--- src/rtl/kbc_trap_pkg.sv ---
package kbc_trap_pkg;
  localparam int REG_W       = 32;
  localparam int DATA_W      = 8;
  localparam int NUM_TRAP    = 4;
  localparam int TRAP_IDX_W  = $clog2(NUM_TRAP);
  localparam int EN_LSB      = 0;
  localparam int RSV_LO_BIT  = 4;
  localparam int PASS_EN_BIT = 5;
  localparam int PSTATE_BIT  = 6;
  localparam int END_EN_BIT  = 7;
  localparam int STS_LSB     = 8;
  localparam int RSV_HI_BIT  = 13;
  localparam int END_STS_BIT = 15;

  typedef enum logic [1:0] {
    SEQ_IDLE      = 2'd0,
    SEQ_WAIT_DATA = 2'd1,
    SEQ_WAIT_END  = 2'd2
  } seq_state_e;
endpackage

--- src/rtl/kbc_trap_sticky.sv ---
module kbc_trap_sticky #(
  parameter int W = 4
) (
  input  logic         clk,
  input  logic         rst_n,
  input  logic [W-1:0] set_i,
  input  logic [W-1:0] clr_i,
  output logic [W-1:0] q_o
);
  logic [W-1:0] q_d;
  logic [W-1:0] q_q;

  for (genvar gi = 0; gi < W; gi++) begin : g_bit
    always_comb begin
      q_d[gi] = q_q[gi];
      if (clr_i[gi]) q_d[gi] = 1'b0;
      if (set_i[gi]) q_d[gi] = 1'b1;
    end

    always_ff @(posedge clk or negedge rst_n) begin
      if (!rst_n) q_q[gi] <= 1'b0;
      else        q_q[gi] <= q_d[gi];
    end

    // an event always leaves the flag set
    a_r3_set_wins: assert property (@(posedge clk) disable iff (!rst_n)
      set_i[gi] |=> q_q[gi]);
    // clear without a competing event drops the flag
    a_r2_clear: assert property (@(posedge clk) disable iff (!rst_n)
      (clr_i[gi] && !set_i[gi]) |=> !q_q[gi]);
    // without set or clear the flag holds
    a_r2_hold: assert property (@(posedge clk) disable iff (!rst_n)
      (!clr_i[gi] && !set_i[gi]) |=> $stable(q_q[gi]));
  end

  assign q_o = q_q;
endmodule

--- src/rtl/kbc_trap_ctl.sv ---
module kbc_trap_ctl
  import kbc_trap_pkg::*;
#(
  parameter int NT = NUM_TRAP
) (
  input  logic             clk,
  input  logic             rst_n,
  input  logic             reg_wr,
  input  logic [REG_W-1:0] reg_wdata,
  output logic [NT-1:0]    trap_en_o,
  output logic             end_en_o,
  output logic             pass_en_o,
  output logic             rsv_lo_o,
  output logic             rsv_hi_o,
  output logic             pass_kill_o
);
  logic [NT-1:0] trap_en_d, trap_en_q;
  logic          end_en_d, end_en_q;
  logic          pass_en_d, pass_en_q;
  logic          rsv_lo_d, rsv_lo_q;
  logic          rsv_hi_d, rsv_hi_q;
  logic          unused_wbits;

  assign unused_wbits = ^{reg_wdata[REG_W-1:RSV_HI_BIT+1],
                          reg_wdata[RSV_HI_BIT-1:STS_LSB],
                          reg_wdata[PSTATE_BIT]};

  always_comb begin
    trap_en_d = trap_en_q;
    end_en_d  = end_en_q;
    pass_en_d = pass_en_q;
    rsv_lo_d  = rsv_lo_q;
    rsv_hi_d  = rsv_hi_q;
    if (reg_wr) begin
      trap_en_d = reg_wdata[EN_LSB +: NT];
      end_en_d  = reg_wdata[END_EN_BIT];
      pass_en_d = reg_wdata[PASS_EN_BIT];
      rsv_lo_d  = reg_wdata[RSV_LO_BIT];
      rsv_hi_d  = reg_wdata[RSV_HI_BIT];
    end
  end

  always_ff @(posedge clk or negedge rst_n) begin
    if (!rst_n) begin
      trap_en_q <= '0;
      end_en_q  <= 1'b0;
      pass_en_q <= 1'b0;
      rsv_lo_q  <= 1'b1;
      rsv_hi_q  <= 1'b1;
    end else begin
      trap_en_q <= trap_en_d;
      end_en_q  <= end_en_d;
      pass_en_q <= pass_en_d;
      rsv_lo_q  <= rsv_lo_d;
      rsv_hi_q  <= rsv_hi_d;
    end
  end

  assign trap_en_o   = trap_en_q;
  assign end_en_o    = end_en_q;
  assign pass_en_o   = pass_en_q;
  assign rsv_lo_o    = rsv_lo_q;
  assign rsv_hi_o    = rsv_hi_q;
  assign pass_kill_o = reg_wr && !reg_wdata[PASS_EN_BIT];

  // control fields move only on a register write
  a_r10_ctl_stable: assert property (@(posedge clk) disable iff (!rst_n)
    !reg_wr |=> $stable({trap_en_q, end_en_q, pass_en_q, rsv_lo_q, rsv_hi_q}));
endmodule

--- src/rtl/kbc_trap_a20seq.sv ---
module kbc_trap_a20seq
  import kbc_trap_pkg::*;
#(
  parameter int                DW        = DATA_W,
  parameter logic [DW-1:0]     CMD_START = 8'hD1,
  parameter logic [DW-1:0]     CMD_END   = 8'hFF,
  parameter int                A20_BIT   = 1
) (
  input  logic          clk,
  input  logic          rst_n,
  input  logic          acc_vld,
  input  logic          acc_port64,
  input  logic          acc_wr,
  input  logic [DW-1:0] acc_data,
  input  logic          pass_en,
  input  logic          pass_kill,
  output logic          suppress_o,
  output logic          seq_done_o,
  output logic          pstate_o,
  output logic          a20gate_o
);
  seq_state_e state_d, state_q;
  logic       a20_d, a20_q;
  logic       a20_load;
  logic       is_w64, is_w60;

  assign is_w64 = acc_port64 && acc_wr;
  assign is_w60 = !acc_port64 && acc_wr;

  always_comb begin
    state_d    = state_q;
    suppress_o = 1'b0;
    seq_done_o = 1'b0;
    a20_load   = 1'b0;
    if (acc_vld) begin
      unique case (state_q)
        SEQ_IDLE: begin
          if (is_w64 && acc_data == CMD_START) begin
            suppress_o = 1'b1;
            state_d    = SEQ_WAIT_DATA;
          end
        end
        SEQ_WAIT_DATA: begin
          if (is_w60) begin
            suppress_o = 1'b1;
            a20_load   = 1'b1;
            state_d    = SEQ_WAIT_END;
          end else begin
            state_d = SEQ_IDLE;
          end
        end
        SEQ_WAIT_END: begin
          if (is_w64 && acc_data == CMD_END) begin
            suppress_o = 1'b1;
            seq_done_o = 1'b1;
          end
          state_d = SEQ_IDLE;
        end
        default: state_d = SEQ_IDLE;
      endcase
    end
    if (!pass_en || pass_kill) begin
      state_d    = SEQ_IDLE;
      suppress_o = 1'b0;
      seq_done_o = 1'b0;
      a20_load   = 1'b0;
    end
  end

  always_comb begin
    a20_d = a20_q;
    if (a20_load) a20_d = acc_data[A20_BIT];
  end

  always_ff @(posedge clk or negedge rst_n) begin
    if (!rst_n) begin
      state_q <= SEQ_IDLE;
      a20_q   <= 1'b0;
    end else begin
      state_q <= state_d;
      a20_q   <= a20_d;
    end
  end

  assign pstate_o  = (state_q != SEQ_IDLE);
  assign a20gate_o = a20_q;

  // the gate only moves out of the data-wait state
  a_r6_a20_only_in_seq: assert property (@(posedge clk) disable iff (!rst_n)
    (state_q != SEQ_WAIT_DATA) |=> $stable(a20_q));
  // no suppression unless pass-through is on
  a_r5_suppress_needs_en: assert property (@(posedge clk) disable iff (!rst_n)
    suppress_o |-> pass_en);
  // a write clearing the enable sends the sequence idle
  a_r9_kill_idle: assert property (@(posedge clk) disable iff (!rst_n)
    pass_kill |=> (state_q == SEQ_IDLE));
  // completion only from the end-wait state
  a_r7_done_from_end: assert property (@(posedge clk) disable iff (!rst_n)
    seq_done_o |-> (state_q == SEQ_WAIT_END));
endmodule

--- src/rtl/kbc_trap_smi.sv ---
module kbc_trap_smi
  import kbc_trap_pkg::*;
(
  input  logic              clk,
  input  logic              rst_n,
  input  logic              acc_vld,
  input  logic              acc_port64,
  input  logic              acc_wr,
  input  logic [DATA_W-1:0] acc_data,
  input  logic              reg_wr,
  input  logic [REG_W-1:0]  reg_wdata,
  output logic [REG_W-1:0]  reg_rdata,
  output logic              a20gate,
  output logic              smi_req
);
  logic [NUM_TRAP-1:0] trap_en, trap_set, trap_clr, trap_sts;
  logic                end_en, pass_en, rsv_lo, rsv_hi, pass_kill;
  logic                seq_suppress, seq_done, pstate;
  logic [0:0]          end_set, end_clr, end_sts;
  logic [TRAP_IDX_W-1:0] acc_idx;

  kbc_trap_ctl #(.NT(NUM_TRAP)) u_ctl (
    .clk         (clk),
    .rst_n       (rst_n),
    .reg_wr      (reg_wr),
    .reg_wdata   (reg_wdata),
    .trap_en_o   (trap_en),
    .end_en_o    (end_en),
    .pass_en_o   (pass_en),
    .rsv_lo_o    (rsv_lo),
    .rsv_hi_o    (rsv_hi),
    .pass_kill_o (pass_kill)
  );

  kbc_trap_a20seq #(.DW(DATA_W)) u_seq (
    .clk        (clk),
    .rst_n      (rst_n),
    .acc_vld    (acc_vld),
    .acc_port64 (acc_port64),
    .acc_wr     (acc_wr),
    .acc_data   (acc_data),
    .pass_en    (pass_en),
    .pass_kill  (pass_kill),
    .suppress_o (seq_suppress),
    .seq_done_o (seq_done),
    .pstate_o   (pstate),
    .a20gate_o  (a20gate)
  );

  assign acc_idx = {acc_port64, acc_wr};

  for (genvar gi = 0; gi < NUM_TRAP; gi++) begin : g_trap_dec
    assign trap_set[gi] = acc_vld && !seq_suppress && (acc_idx == TRAP_IDX_W'(gi));
    assign trap_clr[gi] = reg_wr && reg_wdata[STS_LSB + gi];
  end

  kbc_trap_sticky #(.W(NUM_TRAP)) u_trap_sts (
    .clk   (clk),
    .rst_n (rst_n),
    .set_i (trap_set),
    .clr_i (trap_clr),
    .q_o   (trap_sts)
  );

  assign end_set = seq_done;
  assign end_clr = reg_wr && reg_wdata[END_STS_BIT];

  kbc_trap_sticky #(.W(1)) u_end_sts (
    .clk   (clk),
    .rst_n (rst_n),
    .set_i (end_set),
    .clr_i (end_clr),
    .q_o   (end_sts)
  );

  assign smi_req = (|(trap_sts & trap_en)) || (end_sts[0] && end_en);

  always_comb begin
    reg_rdata                             = '0;
    reg_rdata[EN_LSB +: NUM_TRAP]         = trap_en;
    reg_rdata[RSV_LO_BIT]                 = rsv_lo;
    reg_rdata[PASS_EN_BIT]                = pass_en;
    reg_rdata[PSTATE_BIT]                 = pstate;
    reg_rdata[END_EN_BIT]                 = end_en;
    reg_rdata[STS_LSB +: NUM_TRAP]        = trap_sts;
    reg_rdata[RSV_HI_BIT]                 = rsv_hi;
    reg_rdata[END_STS_BIT]                = end_sts[0];
  end

  // no request without a set flag
  a_r4_smi_needs_status: assert property (@(posedge clk) disable iff (!rst_n)
    (trap_sts == '0 && !end_sts[0]) |-> !smi_req);
  // an unsuppressed access leaves some trap flag set
  a_r1_access_recorded: assert property (@(posedge clk) disable iff (!rst_n)
    (acc_vld && !seq_suppress) |=> (trap_sts != '0));
  // a suppressed access leaves the trap flags untouched unless cleared
  a_r5_suppressed_quiet: assert property (@(posedge clk) disable iff (!rst_n)
    (acc_vld && seq_suppress && !reg_wr) |=> $stable(trap_sts));
  // reserved read-zero bits
  a_r10_reserved_zero: assert property (@(posedge clk) disable iff (!rst_n)
    (reg_rdata[REG_W-1:16] == '0) && !reg_rdata[14] && !reg_rdata[12]);
  // end flag rises only as a sequence leaves its wait
  a_r7_end_after_seq: assert property (@(posedge clk) disable iff (!rst_n)
    $rose(end_sts[0]) |-> $past(pstate));
endmodule

--- config.mk ---
export PLATFORM = sky130hd
export DESIGN_NAME = kbc_trap_smi
export DESIGN_NICKNAME = d
export VERILOG_FILES = /design/src/rtl/kbc_trap_pkg.sv /design/src/rtl/kbc_trap_sticky.sv /design/src/rtl/kbc_trap_ctl.sv /design/src/rtl/kbc_trap_a20seq.sv /design/src/rtl/kbc_trap_smi.sv
export SDC_FILE = /design/constraint.sdc
export NUM_CORES = 1
export LEC_CHECK = 0
export ABC_AREA = 1
export BUFFER_PORTS_ARGS = -buffer_cell sky130_fd_sc_hd__buf_2
export CORE_MARGIN = 5
export CORE_UTILIZATION = 39
export CTS_BUF_LIST = sky130_fd_sc_hd__clkbuf_16
export CTS_CLUSTER_DIAMETER = 200
export DETAILED_ROUTE_END_ITERATION = 7
export GPL_ROUTABILITY_DRIVEN = 0
export PLACE_DENSITY = 0.8
export SYNTH_ARGS = -nofsm -noshare
export SYNTH_HDL_FRONTEND = slang
export SYNTH_SLANG_ARGS = --single-unit
--- constraint.sdc ---
create_clock -name clk -period 1.5 [get_ports clk]
set_input_delay 0.075 -clock clk [delete_from_list [all_inputs] [get_ports clk]]
set_output_delay 0.075 -clock clk [all_outputs]
set_load 0.02 [all_outputs]
==> out/metrics.yaml <==
status: "finished, final reports clean"
endpoint: "smi_req"
hpwl_um: 1770
min_path_type: "in -> reg"
synthTopCellsByArea: "dfrtp_1, nand2_1, buf_4"
setup.worst_path.start: "u_trap_sts.q_o[0]$_DFFE_PN0P_"
power.leakage_nw: 0.743
cp_data_required_time_ns: 1.42
reg2reg_to: "u_trap_sts.q_o[1]$_DFFE_PN0P_"
ctsHtreeMaxLevel: 1
worst-r2r-setup-slack_ns: 0.31
post_dp_cell_area_mm2: 0.00115
nets: 228
cp_cell_sequence: "nand2_1 -> nand2_1 -> a221oi_1 -> nand2_1 -> buf_2"
cp_num_cells: 5
ff2ff_path_depth: 10
ant_nets: 0
yosys_register_bits: 16
period_share_pct: 85.5
crit_slowest_cell: "dfrtp_1"
crit_path_end_kind: "output port"
slowest_delay_ns: 0.39
rsz0062_at_grt: "false"
holdWs_ns: 0.0260
syn_inst: 141
cellPowerDensity_mw_per_mm2: 1030
grt_use_met3_pct: 4.40
grt_pass1_vias: 757
drt-initial-drc-count: 42
initial_utilization_pct: 41.1
portBuffers: 42
antenna_found_initial: 0
fill_cells: 258
synth_top_area_share_pct: 34.4
maxCapViolCount: 0
worstSetupPathType: "reg -> out"
netlist_area_mm2: 0.00102
die_y_um: 61.1
irDropWorstVdd_v: 0.000695
route.detailed.drc: 0
cts_buffers: 3
seq_area_frac_synth_pct: 39.6
num_rows: 18
multi_input_area_um2: 449
synth_cell_type_count: 19
die_w_um: 61.1
fmaxAchievable_mhz: 780
final_hold_viol_count: 0
core_mm2: 0.00248
clock_latency_ns: 0.24
fin_skew_ns: 0.00218
path_max_fanout: 3
cp_top_family: "flip-flops"
min_period_ns: 1.28
cts.repair.resized: 0
clk_pin_slew_worst_paths_ns: 0.05
design_area_mm2: 0.00124
avgSynthCellArea_um2: 7.21
grt_pass1_wl_um: 3110
drive_above_1_share_pct: 32.0
use_met2_pct: 19.0
crit_arrival_ns: 1.21
crit_path_start_kind: "register"
reg2reg_from: "u_seq.state_q[0]$_DFFE_PN0P_"
grt_util_all_layers_pct: 11.2
cts_tree: "done"
antenna_cells: 0
yosys_warnings: 0
clk_path_buf_depth: 2
busiest_layer: "met2"
drt-pass1-iter-count: 4
wl_per_cell_um: 10.0
setup_violations: 0
slew_violations: 0
boundaryPins: 80
final_common_cell: "nand2_1"
grt_max_degree: 17
grt_util_met1_pct: 12.8
fin_tns_setup_ns: 0
crit_buf_inv: 1
die-area_mm2: 0.00373
ff_latch_area_um2: 403
syn2layout_area_growth_pct: 22.0
root_buffer: "clkbuf_16"
clkSinkCount: 16
grt_overflow: 0
vias_per_cell: 4.27
final_util_pct: 50.1
drt_wl_total_um: 2120
post-synth-top-area-cell: "dfrtp_1"
vias: 900
cpMostUsedCell: "nand2_1"
final_cell_mix: "nand2_1, buf_2, conb_1, dfrtp_1, nor2_1"
-- kinds of logic after synthesis --
group                  share of synthesized area (%)
AND/OR/NAND/NOR                                 33.1
other                                          0.369
AO/OA/AOI/OAI                                   4.43
flip-flops                                      39.6
buffers and inverters                           22.5
-- cell usage after synthesis, drive strengths merged --
| library cell | n |
|---|---|
| buf | 24 |
| dfrtp | 14 |
| clkbuf | 1 |
| o21ai | 4 |
| inv | 12 |
| nand4 | 1 |
| dfstp | 2 |
| a21oi | 1 |
| a221oi | 1 |
| nor2 | 13 |
| conb | 1 |
| nand2 | 61 |
| nand3 | 6 |
-- how the worst min path moves through the flow --
stage | start | depth (start not counted) | slack (ns) | endpoint
floorplan | rst_n | 0 | -0.22 | u_ctl.end_en_o$_DFFE_PN0P_
global placement | rst_n | 1 | 0.005 | u_ctl.pass_en_o$_DFFE_PN0P_
global route | reg_wdata[4] | 3 | 0.03 | u_ctl.rsv_lo_o$_DFFE_PN1P_
finish | reg_wdata[4] | 3 | 0.03 | u_ctl.rsv_lo_o$_DFFE_PN1P_
CTS | reg_wdata[4] | 3 | 0.02 | u_ctl.rsv_lo_o$_DFFE_PN1P_
detailed placement | rst_n | 1 | 0.01 | u_ctl.pass_en_o$_DFFE_PN0P_
-- routing by layer --
metal | part of all wire (%) | routed length, µm | vias up
li1 | - | - | 465
met1 | 40 | 839 | 401
met2 | 49 | 1040 | 32
met3 | 11 | 226 | 2
met4 | 0.52 | 11 | 0
met5 | 0 | 0 | -
-- cell type report --
| cell class | count | share of cell area [%] |
|---|---|---|
| clock buffers | 3 | 6.05 |
| repair buffers | 44 | 18.3 |
| well taps | 30 | 3.02 |
| flip-flops and latches | 16 | 32.5 |
| clock inverters | 1 | 0.302 |
| multi-input cells | 105 | 36.2 |
| inverters | 12 | 3.63 |
-- worst reg2reg max path: stages, from the launching register on --
cell and delay, ns:
dfrtp_1 0.40, inv_1 0.08, nand2_1 0.05, nor2_1 0.11, nand3_2 0.08, nand2_1 0.06, inv_1 0.04, nand2_2 0.05
nand2_2 0.06, nand3_1 0.08, nand2_1 0.05
-- power breakdown --
part	total (mW)	internal, mW	switching [mW]
Sequential	0.494	0.470	0.0241
Combinational	0.274	0.0889	0.185
Clock	0.513	0.353	0.160
Total	1.28	0.912	0.369
-- flip-flops by register name, indices dropped and copies added (netlist names) --
signal	count
u_ctl.trap_en_o	4
u_ctl.rsv_lo_o	1
u_seq.state_q	2
u_ctl.pass_en_o	1
u_ctl.rsv_hi_o	1
u_end_sts.q_o	1
u_ctl.end_en_o	1
u_trap_sts.q_o	4
u_seq.a20gate_o	1
-- per-stage QoR --
stage / power [mW] / cells / setup WS, ns
after floorplan: 0.716 / 158 / 0.425
after global placement: 0.770 / 206 / 0.341
after detailed placement: 0.775 / 206 / 0.316
after CTS: 1.30 / 211 / 0.194
after global routing: 1.34 / 211 / 0.155
final: 1.28 / 211 / 0.218
-- what timing repair did --
action,CTS,global route
buffers inserted,0,0
hold buffers,1,0
hold endpoints to repair,14,0
Power figures use the tool's default switching activity.
